--- config.mk ---
export PLATFORM = sky130hd
export DESIGN_NAME = tone_persist_detect
export DESIGN_NICKNAME = d
export VERILOG_FILES = /design/src/rtl/tpd_pkg.sv /design/src/rtl/tpd_ratio_cmp.sv /design/src/rtl/tpd_window.sv /design/src/rtl/tpd_decide.sv /design/src/rtl/tone_persist_detect.sv
export SDC_FILE = /design/constraint.sdc
export NUM_CORES = 1
export LEC_CHECK = 0
export ABC_AREA = 1
export BUFFER_PORTS_ARGS = -buffer_cell sky130_fd_sc_hd__buf_2
export CAP_MARGIN = 25
export CORE_MARGIN = 2
export CORE_UTILIZATION = 58
export CTS_BUF_LIST = sky130_fd_sc_hd__clkbuf_4
export CTS_CLUSTER_DIAMETER = 50
export DETAILED_ROUTE_END_ITERATION = 10
export HOLD_SLACK_MARGIN = 0.15
export PLACE_DENSITY = 0.85
export SYNTH_ARGS = -nofsm -noshare
export SYNTH_HDL_FRONTEND = slang
export SYNTH_SLANG_ARGS = --single-unit
export TNS_END_PERCENT = 20
--- constraint.sdc ---
create_clock -name clk -period 8.5 [get_ports clk]
set_clock_uncertainty 0.2 [all_clocks]
set_input_delay 0.85 -clock clk [delete_from_list [all_inputs] [get_ports clk]]
set_output_delay 0.85 -clock clk [all_outputs]
set_load 0.02 [all_outputs]
--- src/rtl/tpd_pkg.sv ---
package tpd_pkg;
  typedef enum logic {
    VERDICT_MISS = 1'b0,
    VERDICT_HIT  = 1'b1
  } verdict_e;

  // movement of the tally for one entering and one leaving verdict
  typedef enum logic [1:0] {
    STEP_HOLD = 2'd0,
    STEP_UP   = 2'd1,
    STEP_DOWN = 2'd2
  } step_e;

  function automatic step_e tally_step(input verdict_e enter, input verdict_e leave);
    if (enter == leave) return STEP_HOLD;
    return (enter == VERDICT_HIT) ? STEP_UP : STEP_DOWN;
  endfunction
endpackage

--- src/rtl/tpd_ratio_cmp.sv ---
module tpd_ratio_cmp #(
  parameter int EW = 24,
  parameter int QF = 8,
  parameter int TW = QF + 1
) (
  input  logic [EW-1:0] bin_energy,
  input  logic [EW-1:0] total_energy,
  input  logic [TW-1:0] ratio_thr,
  output tpd_pkg::verdict_e verdict
);
  localparam int SH = (QF > TW) ? QF : TW;
  localparam int PW = EW + SH;

  // share test by cross-multiplication; products sized to never wrap
  function automatic tpd_pkg::verdict_e share_test(
    input logic [EW-1:0] b, input logic [EW-1:0] t, input logic [TW-1:0] r);
    logic [PW-1:0] scaled_bin;
    logic [PW-1:0] scaled_tot;
    scaled_bin = {{SH{1'b0}}, b} << QF;
    scaled_tot = {{SH{1'b0}}, t} * {{(PW-TW){1'b0}}, r};
    if (t == '0) return tpd_pkg::VERDICT_MISS;
    return (scaled_bin > scaled_tot) ? tpd_pkg::VERDICT_HIT : tpd_pkg::VERDICT_MISS;
  endfunction

  always_comb verdict = share_test(bin_energy, total_energy, ratio_thr);


  always_comb begin
    empty_frame_miss_chk: assert (total_energy != '0 || verdict == tpd_pkg::VERDICT_MISS);
  end
endmodule

--- src/rtl/tpd_window.sv ---
module tpd_window #(
  parameter int WIN_LEN = 16,
  parameter int CW = $clog2(WIN_LEN + 1)
) (
  input  logic              clk,
  input  logic              rst_n,
  input  logic              shift_en,
  input  tpd_pkg::verdict_e enter,
  output logic [CW-1:0]     count,
  output logic [CW-1:0]     count_next
);
  import tpd_pkg::*;

  logic [WIN_LEN-1:0] history;
  verdict_e leave;
  step_e    step;

  assign leave = verdict_e'(history[WIN_LEN-1]);
  assign step  = tally_step(enter, leave);

  always_comb begin
    unique case (step)
      STEP_UP:   count_next = count + CW'(1);
      STEP_DOWN: count_next = count - CW'(1);
      default:   count_next = count;
    endcase
  end

  generate
    if (WIN_LEN == 1) begin : g_single
      always_ff @(posedge clk) begin
        if (!rst_n)        history <= '0;
        else if (shift_en) history <= enter;
      end
    end else begin : g_multi
      always_ff @(posedge clk) begin
        if (!rst_n)        history <= '0;
        else if (shift_en) history <= {history[WIN_LEN-2:0], enter};
      end
    end
  endgenerate

  always_ff @(posedge clk) begin
    if (!rst_n)        count <= '0;
    else if (shift_en) count <= count_next;
  end


  tally_matches_window_chk: assert property (@(posedge clk) disable iff (!rst_n)
    count == CW'($countones(history)));

  tally_bounded_chk: assert property (@(posedge clk) disable iff (!rst_n)
    count <= CW'(WIN_LEN));

  both_hits_hold_chk: assert property (@(posedge clk) disable iff (!rst_n)
    (shift_en && enter == VERDICT_HIT && leave == VERDICT_HIT) |=> $stable(count));
endmodule

--- src/rtl/tpd_decide.sv ---
module tpd_decide #(
  parameter int CW = 5
) (
  input  logic          clk,
  input  logic          rst_n,
  input  logic          update,
  input  logic [CW-1:0] count_next,
  input  logic [CW-1:0] count_thr,
  output logic          detect
);
  always_ff @(posedge clk) begin
    if (!rst_n)      detect <= 1'b0;
    else if (update) detect <= (count_next > count_thr);
  end
endmodule

--- src/rtl/tone_persist_detect.sv ---
module tone_persist_detect #(
  parameter int EW = 24,
  parameter int QF = 8,
  parameter int TW = QF + 1,
  parameter int WIN_LEN = 16,
  parameter int CW = $clog2(WIN_LEN + 1)
) (
  input  logic          clk,
  input  logic          rst_n,
  input  logic          frame_valid,
  input  logic [EW-1:0] bin_energy,
  input  logic [EW-1:0] total_energy,
  input  logic [TW-1:0] ratio_thr,
  input  logic [CW-1:0] count_thr,
  output logic          detect,
  output logic [CW-1:0] hit_count
);
  tpd_pkg::verdict_e frame_verdict;
  logic [CW-1:0]     tally_next;

  tpd_ratio_cmp #(.EW(EW), .QF(QF), .TW(TW)) u_cmp (
    .bin_energy   (bin_energy),
    .total_energy (total_energy),
    .ratio_thr    (ratio_thr),
    .verdict      (frame_verdict)
  );

  tpd_window #(.WIN_LEN(WIN_LEN), .CW(CW)) u_win (
    .clk        (clk),
    .rst_n      (rst_n),
    .shift_en   (frame_valid),
    .enter      (frame_verdict),
    .count      (hit_count),
    .count_next (tally_next)
  );

  tpd_decide #(.CW(CW)) u_dec (
    .clk        (clk),
    .rst_n      (rst_n),
    .update     (frame_valid),
    .count_next (tally_next),
    .count_thr  (count_thr),
    .detect     (detect)
  );


  idle_holds_chk: assert property (@(posedge clk) disable iff (!rst_n)
    !frame_valid |=> ($stable(hit_count) && $stable(detect)));

  detect_tracks_tally_chk: assert property (@(posedge clk) disable iff (!rst_n)
    frame_valid |=> (detect == (hit_count > $past(count_thr))));

  empty_frame_no_rise_chk: assert property (@(posedge clk) disable iff (!rst_n)
    (frame_valid && total_energy == '0) |=> (hit_count <= $past(hit_count)));

  single_step_chk: assert property (@(posedge clk) disable iff (!rst_n)
    frame_valid |=> ((hit_count == $past(hit_count)) ||
                     (hit_count == $past(hit_count) + CW'(1)) ||
                     (hit_count + CW'(1) == $past(hit_count))));
endmodule

==> results of run 1 <==
-- state kept, by name, summed over array words and instances, names as in the netlist --
name           count
u_win.history     16
u_win.count        5
u_dec.detect       1
-- metal layers --
metal,global-route usage (%),vias to the layer above,share of wire (%)
met5,0,-,0
met4,7.11,0,2.8
met3,2.42,53,4.3
met2,51.6,233,52
met1,35.7,3816,41
li1,-,3741,-
-- per-stage QoR --
step | power, mW | worst slack [ns]
after floorplan | 2.56 | 0.508
after global placement | 3.22 | 0.116
after detailed placement | 3.30 | -0.0351
after CTS | 3.41 | 0.245
after global routing | 4.06 | -0.0593
final | 3.56 | 0.427
-- cell families after synthesis --
family | count (synthesis) | synth area share, %
AND/OR/NAND/NOR | 423 | 19.0
buffers and inverters | 411 | 17.4
adder cells (fa/ha/maj) | 240 | 46.8
AO/OA/AOI/OAI | 128 | 9.11
XOR/XNOR | 28 | 2.76
flip-flops | 22 | 4.95
-- power by group through the flow --
stage          clock network [mW]  logic (mW)  registers (mW)
3_5_place_dp                    0        3.17           0.129
2_1_floorplan                   0        2.42           0.133
3_3_place_gp                    0        3.09           0.128
4_1_cts                    0.0831        3.20           0.127
5_1_grt                    0.0892        3.84           0.129
6_report                   0.0821        3.35           0.127
-- worst max path at each step --
| stage | depth (start not counted) | startpoint | endpoint | slack, ns |
|---|---|---|---|---|
| final | 46 | total_energy[6] | u_dec.detect$_SDFFE_PN0P_ | 0.43 |
| after global routing | 45 | total_energy[5] | u_dec.detect$_SDFFE_PN0P_ | -0.06 |
| after CTS | 47 | ratio_thr[4] | u_dec.detect$_SDFFE_PN0P_ | 0.24 |
| after detailed placement | 47 | ratio_thr[2] | u_dec.detect$_SDFFE_PN0P_ | -0.04 |
| after global placement | 46 | ratio_thr[5] | u_dec.detect$_SDFFE_PN0P_ | 0.12 |
| after floorplan | 49 | total_energy[5] | u_dec.detect$_SDFFE_PN0P_ | 0.51 |
-- cells in the final DEF, fill, tap and decap left out, types with 16 or more instances in the layout --
| master | n |
|---|---|
| ha_1 | 77 |
| a21oi_1 | 40 |
| o21ai_0 | 44 |
| dfxtp_1 | 22 |
| inv_1 | 360 |
| buf_2 | 57 |
| nor2_1 | 68 |
| fa_1 | 155 |
| nand2_1 | 305 |
| buf_4 | 26 |
| nand3_1 | 16 |
-- repair_timing --
| item | CTS | global route |
|---|---|---|
| resized for setup | 0 | 53 |
| setup buffers | 0 | 1 |
| setup endpoints to repair | 0 | 1 |
-- cell type report --
class | count | share of cell area [%]
inverter | 362 | 14.0
sequential | 22 | 4.53
multi-input combinational | 819 | 72.3
timing repair buffer | 95 | 6.20
clock buffer | 3 | 0.232
tap | 188 | 2.42
clock inverter | 1 | 0.309
-- worst max-delay path: cells and delay by family --
family | cells | cell delay, ns
adder cells (fa/ha/maj) | 9 | 3.45
AND/OR/NAND/NOR | 14 | 1.04
buffers and inverters | 7 | 0.62
XOR/XNOR | 3 | 0.49
AO/OA/AOI/OAI | 13 | 1.61
==> flow_summary.yaml, run 1 <==
min_path:
  hp-start: "u_win.history[10]$_SDFFE_PN0P_"
  hold_class: "reg2reg"
  worst_hold_path.endpoint: "u_win.history[11]$_SDFFE_PN0P_"
  hold_depth: 2
clocking:
  htreeDepth: 1
  root_buffer: "clkbuf_4"
  tritoncts: "built"
  clkSinkCount: 22
  clkLatencyLatePin_ns: 0.32
  cts.path.max_buffers: 2
  hold_buffers: 0
  numCtsBuffers: 3
  clk_pin_slew_ns: 0.14
logic_synthesis:
  yosysMostFrequentCell: "inv_1"
  synth_flop_cell: "dfxtp_1"
  synth_top_area_share_pct: 34.9
  ys_ff_latch: 22
  ys_async_sr_fraction_pct: 0
  synth_seq_area_share_pct: 4.95
  ys_warn_count: 0
  postSynthAreaPerCell_um2: 7.11
  yosys.area.top_type: "fa_1"
  syn_inst: 1252
  ys_top_cells_by_count: "360 x inv_1, 308 x nand2_1, 155 x fa_1, 85 x ha_1, 72 x nor2_1"
  synth_cell_types: 40
  yosys-top-cells-area: "fa_1 35%, inv_1 15%, nand2_1 13%, ha_1 12%, dfxtp_1 5.0%"
  synth-edff-count: 0
  syn_area_um2: 8900
  syn-num-nets: 1557
drt:
  drt_iter0_drc: 500
  vias: 7843
  drc_errors: 0
  wl_per_cell_um: 14.5
  antenna_left: 0
  wl_um: 21500
  dr.pass1.iters: 6
  vias_per_cell: 5.26
grt:
  grtUsageTotal_pct: 28.0
  grt_pass1_vias: 8071
  grt_pass1_wl_um: 37100
  grt_overflow: 0
  antenna_found_initial: 0
  grt_max_degree: 26
layout:
  multiInputGateArea_um2: 7030
  stdcell_area_um2: 9710
  drive_gt1_share_pct: 11.1
  area_growth_pct: 9.20
  nets: 1608
  register_area_um2: 440
  final_core_util_pct: 64.4
  antennaDiodeCount: 0
  fin_cells: 1490
  fill_cells: 1358
placed_design:
  dp.cells: 1485
  hpwlAfterDp_um: 18300
  gp_congestion: 0.919
  io_buffers: 70
  placed_area_um2: 9490
timing:
  slew_headroom_pct: 61.2
  tns_ns: 0
  report.final.slew_viol_count: 0
  hold_viol_final: 0
  finalSetupViolations: 0
  max_freq_ghz: 0.124
  hold_ws_ns: 0.291
  fin_crit_ns: 8.07
  worst_pin_slew_ns: 0.581
  finalCritPeriodShare_pct: 95.0
power_and_ir_drop:
  power.density_nw_per_um2: 367
  p_int_mw: 1.49
  p_clk_share_pct: 2.3
  swShare_pct: 58.2
  p_comb_share_pct: 94.1
  ir_worst_vdd_mv: 0.201
  seqPwrFrac_pct: 3.6
  p_sw_mw: 2.07
  power_leakage_nw: 5.99
outcome:
  status: "complete, no violations"
setup_path:
  critPathMostFrequentCell: "nand2_1"
  r2r-end: "u_dec.detect$_SDFFE_PN0P_"
  slowest_delay_ns: 0.55
  reg2reg_slack_ns: 5.72
  critPathArrivalTime_ns: 8.09
  critPathRequiredTime_ns: 8.52
  crit_type: "in2reg"
  cp_slowest_cell: "fa_1"
  cp-end-kind: "flip-flop"
  rr_startpoint: "u_win.history[15]$_SDFFE_PN0P_"
  startpoint_type: "primary input"
  path_max_fanout: 10
  rr_worst_depth: 16
floorplanning:
  dieHeight_um: 128
  chipWidth_um: 128
  ioPinCount: 71
  start_util_pct: 59.0
  row_count: 45
  core_region_area_um2: 15100
  die_area_um2: 16300
flow_run:
  max_cap_viol_count: 0
Power figures use the tool's default switching activity.
==> inputs of run 2 (changes only) <==
--- a/config.mk
+++ b/config.mk
@@ -7,7 +7,6 @@
 export LEC_CHECK = 0
 export ABC_AREA = 1
 export BUFFER_PORTS_ARGS = -buffer_cell sky130_fd_sc_hd__buf_2
-export CAP_MARGIN = 25
 export CORE_MARGIN = 2
 export CORE_UTILIZATION = 58
 export CTS_BUF_LIST = sky130_fd_sc_hd__clkbuf_4
@@ -15,6 +14,7 @@
 export DETAILED_ROUTE_END_ITERATION = 10
 export HOLD_SLACK_MARGIN = 0.15
 export PLACE_DENSITY = 0.85
+export REMOVE_ABC_BUFFERS = 1
 export SYNTH_ARGS = -nofsm -noshare
 export SYNTH_HDL_FRONTEND = slang
 export SYNTH_SLANG_ARGS = --single-unit
==> flow_summary.yaml, run 2 (same netlist as run 1, synthesis figures left out) <==
drt:
  antenna_left: 0
  vias: 7934
  wl_um: 21800
  dr_wl_met2_um: 11100
  drt_iter0_drc: 486
  vias_per_cell: 5.28
  drc_errors: 0
  wl_per_cell_um: 14.5
  wl_met1_um: 8750
  met3_length_um: 1240
  dr.pass1.iters: 6
  top_layer: "met4"
layout:
  largest_reg_flops: 16
  register_area_um2: 440
  top_register: "u_win.history"
  stdcell_area_um2: 9850
  final_cell_mix: "360 x inv_1, 308 x nand2_1, 154 x fa_1"
  final_core_util_pct: 65.3
  drive_gt1_share_pct: 11.7
  fin_cells: 1503
  antennaDiodeCount: 0
  largestRegisters: "u_win.history (16), u_win.count (5), u_dec.detect (1)"
  multiInputGateArea_um2: 7010
  nets: 1621
  area_growth_pct: 10.7
  layout_commonest_cell: "inv_1"
  fill_cells: 1268
timing:
  tns_ns: 0
  fin_crit_ns: 8.01
  report.final.slew_viol_count: 0
  finalSetupViolations: 0
  finalCritPeriodShare_pct: 94.3
  hold_ws_ns: 0.290
  hold_viol_final: 0
  worst_pin_slew_ns: 0.561
  layout_setup_ws_ns: 0.487
  max_freq_ghz: 0.125
  slew_headroom_pct: 62.5
setup_path:
  path_max_fanout: 15
  slowest_delay_ns: 0.56
  critPathMostFrequentCell: "nand2_1"
  crit_family: "adder cells"
  critPathRequiredTime_ns: 8.57
  cp.buffers_inverters: 8
  cp_slowest_cell: "fa_1"
  startpoint_type: "primary input"
  critPathArrivalTime_ns: 8.08
  crit_type: "in2reg"
  cp-end-kind: "flip-flop"
placed_design:
  place_ws_ns: -0.124
  hpwlAfterDp_um: 18000
  placed_area_um2: 9560
  io_buffers: 70
  gp_congestion: 0.942
  dp.cells: 1493
grt:
  grt_overflow: 0
  grt_max_degree: 26
  antenna_found_initial: 0
  grt_pass1_vias: 8072
  grt_pass1_wl_um: 36400
  grtUsageTotal_pct: 27.6
clocking:
  cts.path.max_buffers: 2
  hold_buffers: 0
  numCtsBuffers: 3
  clkLatencyLatePin_ns: 0.32
  clkSinkCount: 22
  tritoncts: "built"
  htreeDepth: 1
  root_buffer: "clkbuf_4"
  clk_pin_slew_ns: 0.13
floorplanning:
  ioPinCount: 71
  start_util_pct: 59.0
  die_area_um2: 16300
  chipWidth_um: 128
  core_region_area_um2: 15100
  dieHeight_um: 128
  row_count: 45
power_and_ir_drop:
  power.density_nw_per_um2: 374
  power.total_mw: 3.68
  ir_worst_vdd_mv: 0.285
  power_leakage_nw: 6.07
min_path:
  hold_class: "reg2reg"
flow_run:
  max_cap_viol_count: 0
outcome:
  status: "complete, no violations"
run 2: cell types whose count changed in the layout (fill, tap and decap cells not counted), moves of 2 or more:
cell	before	now
nand2_1	305	308
ha_2	6	4
a21oi_2	8	10
buf_6	5	7
buf_4	26	36
ha_1	77	79
a21oi_1	40	38
nor2_2	4	2
o21ai_1	3	1
nor2_1	68	70
nand2_2	4	1
run 2: cell type report:
| class | instances | area share, % |
|---|---|---|
| clock buffers | 3 | 0.229 |
| clock inverters | 1 | 0.305 |
| inverters | 362 | 13.8 |
| multi-input cells | 819 | 71.2 |
| flip-flops and latches | 22 | 4.47 |
| well taps | 188 | 2.39 |
| repair buffers | 108 | 7.58 |
run 2: repair_timing:
item / CTS / global route
gates resized for setup: 0 / 55
setup buffers: 0 / 5
endpoints found under the setup margin: 0 / 1
run 2: layer usage:
| layer | GRT usage, % | vias to the layer above |
|---|---|---|
| met5 | 0 | - |
| met4 | 9.11 | 0 |
| met3 | 2.50 | 68 |
| met2 | 50.2 | 300 |
| met1 | 34.6 | 3789 |
| li1 | - | 3777 |
run 2: worst paths after layout:
path	depth (start not counted)	slack [ns]	from	to
hold / removal	2	0.29	u_win.history[8]$_SDFFE_PN0P_	u_win.history[9]$_SDFFE_PN0P_
setup reg to reg	16	5.66	u_win.history[15]$_SDFFE_PN0P_	u_dec.detect$_SDFFE_PN0P_
setup / recovery	46	0.49	ratio_thr[6]	u_dec.detect$_SDFFE_PN0P_
hold reg to reg	2	0.29	u_win.history[8]$_SDFFE_PN0P_	u_win.history[9]$_SDFFE_PN0P_
run 2: report_power, final:
| part | leakage, nW | switching [mW] | internal, mW | total, mW |
|---|---|---|---|---|
| Clock | 0.0279 | 0.0343 | 0.0477 | 0.0820 |
| Sequential | 0.182 | 0.0110 | 0.115 | 0.126 |
| Combinational | 5.86 | 2.07 | 1.40 | 3.47 |
| Total | 6.07 | 2.12 | 1.56 | 3.68 |
run 2: worst min-delay path: cells and delay by family, from the launching register on:
kind          cells  cell delay [ns]
flops             1             0.34
simple gates      2             0.12
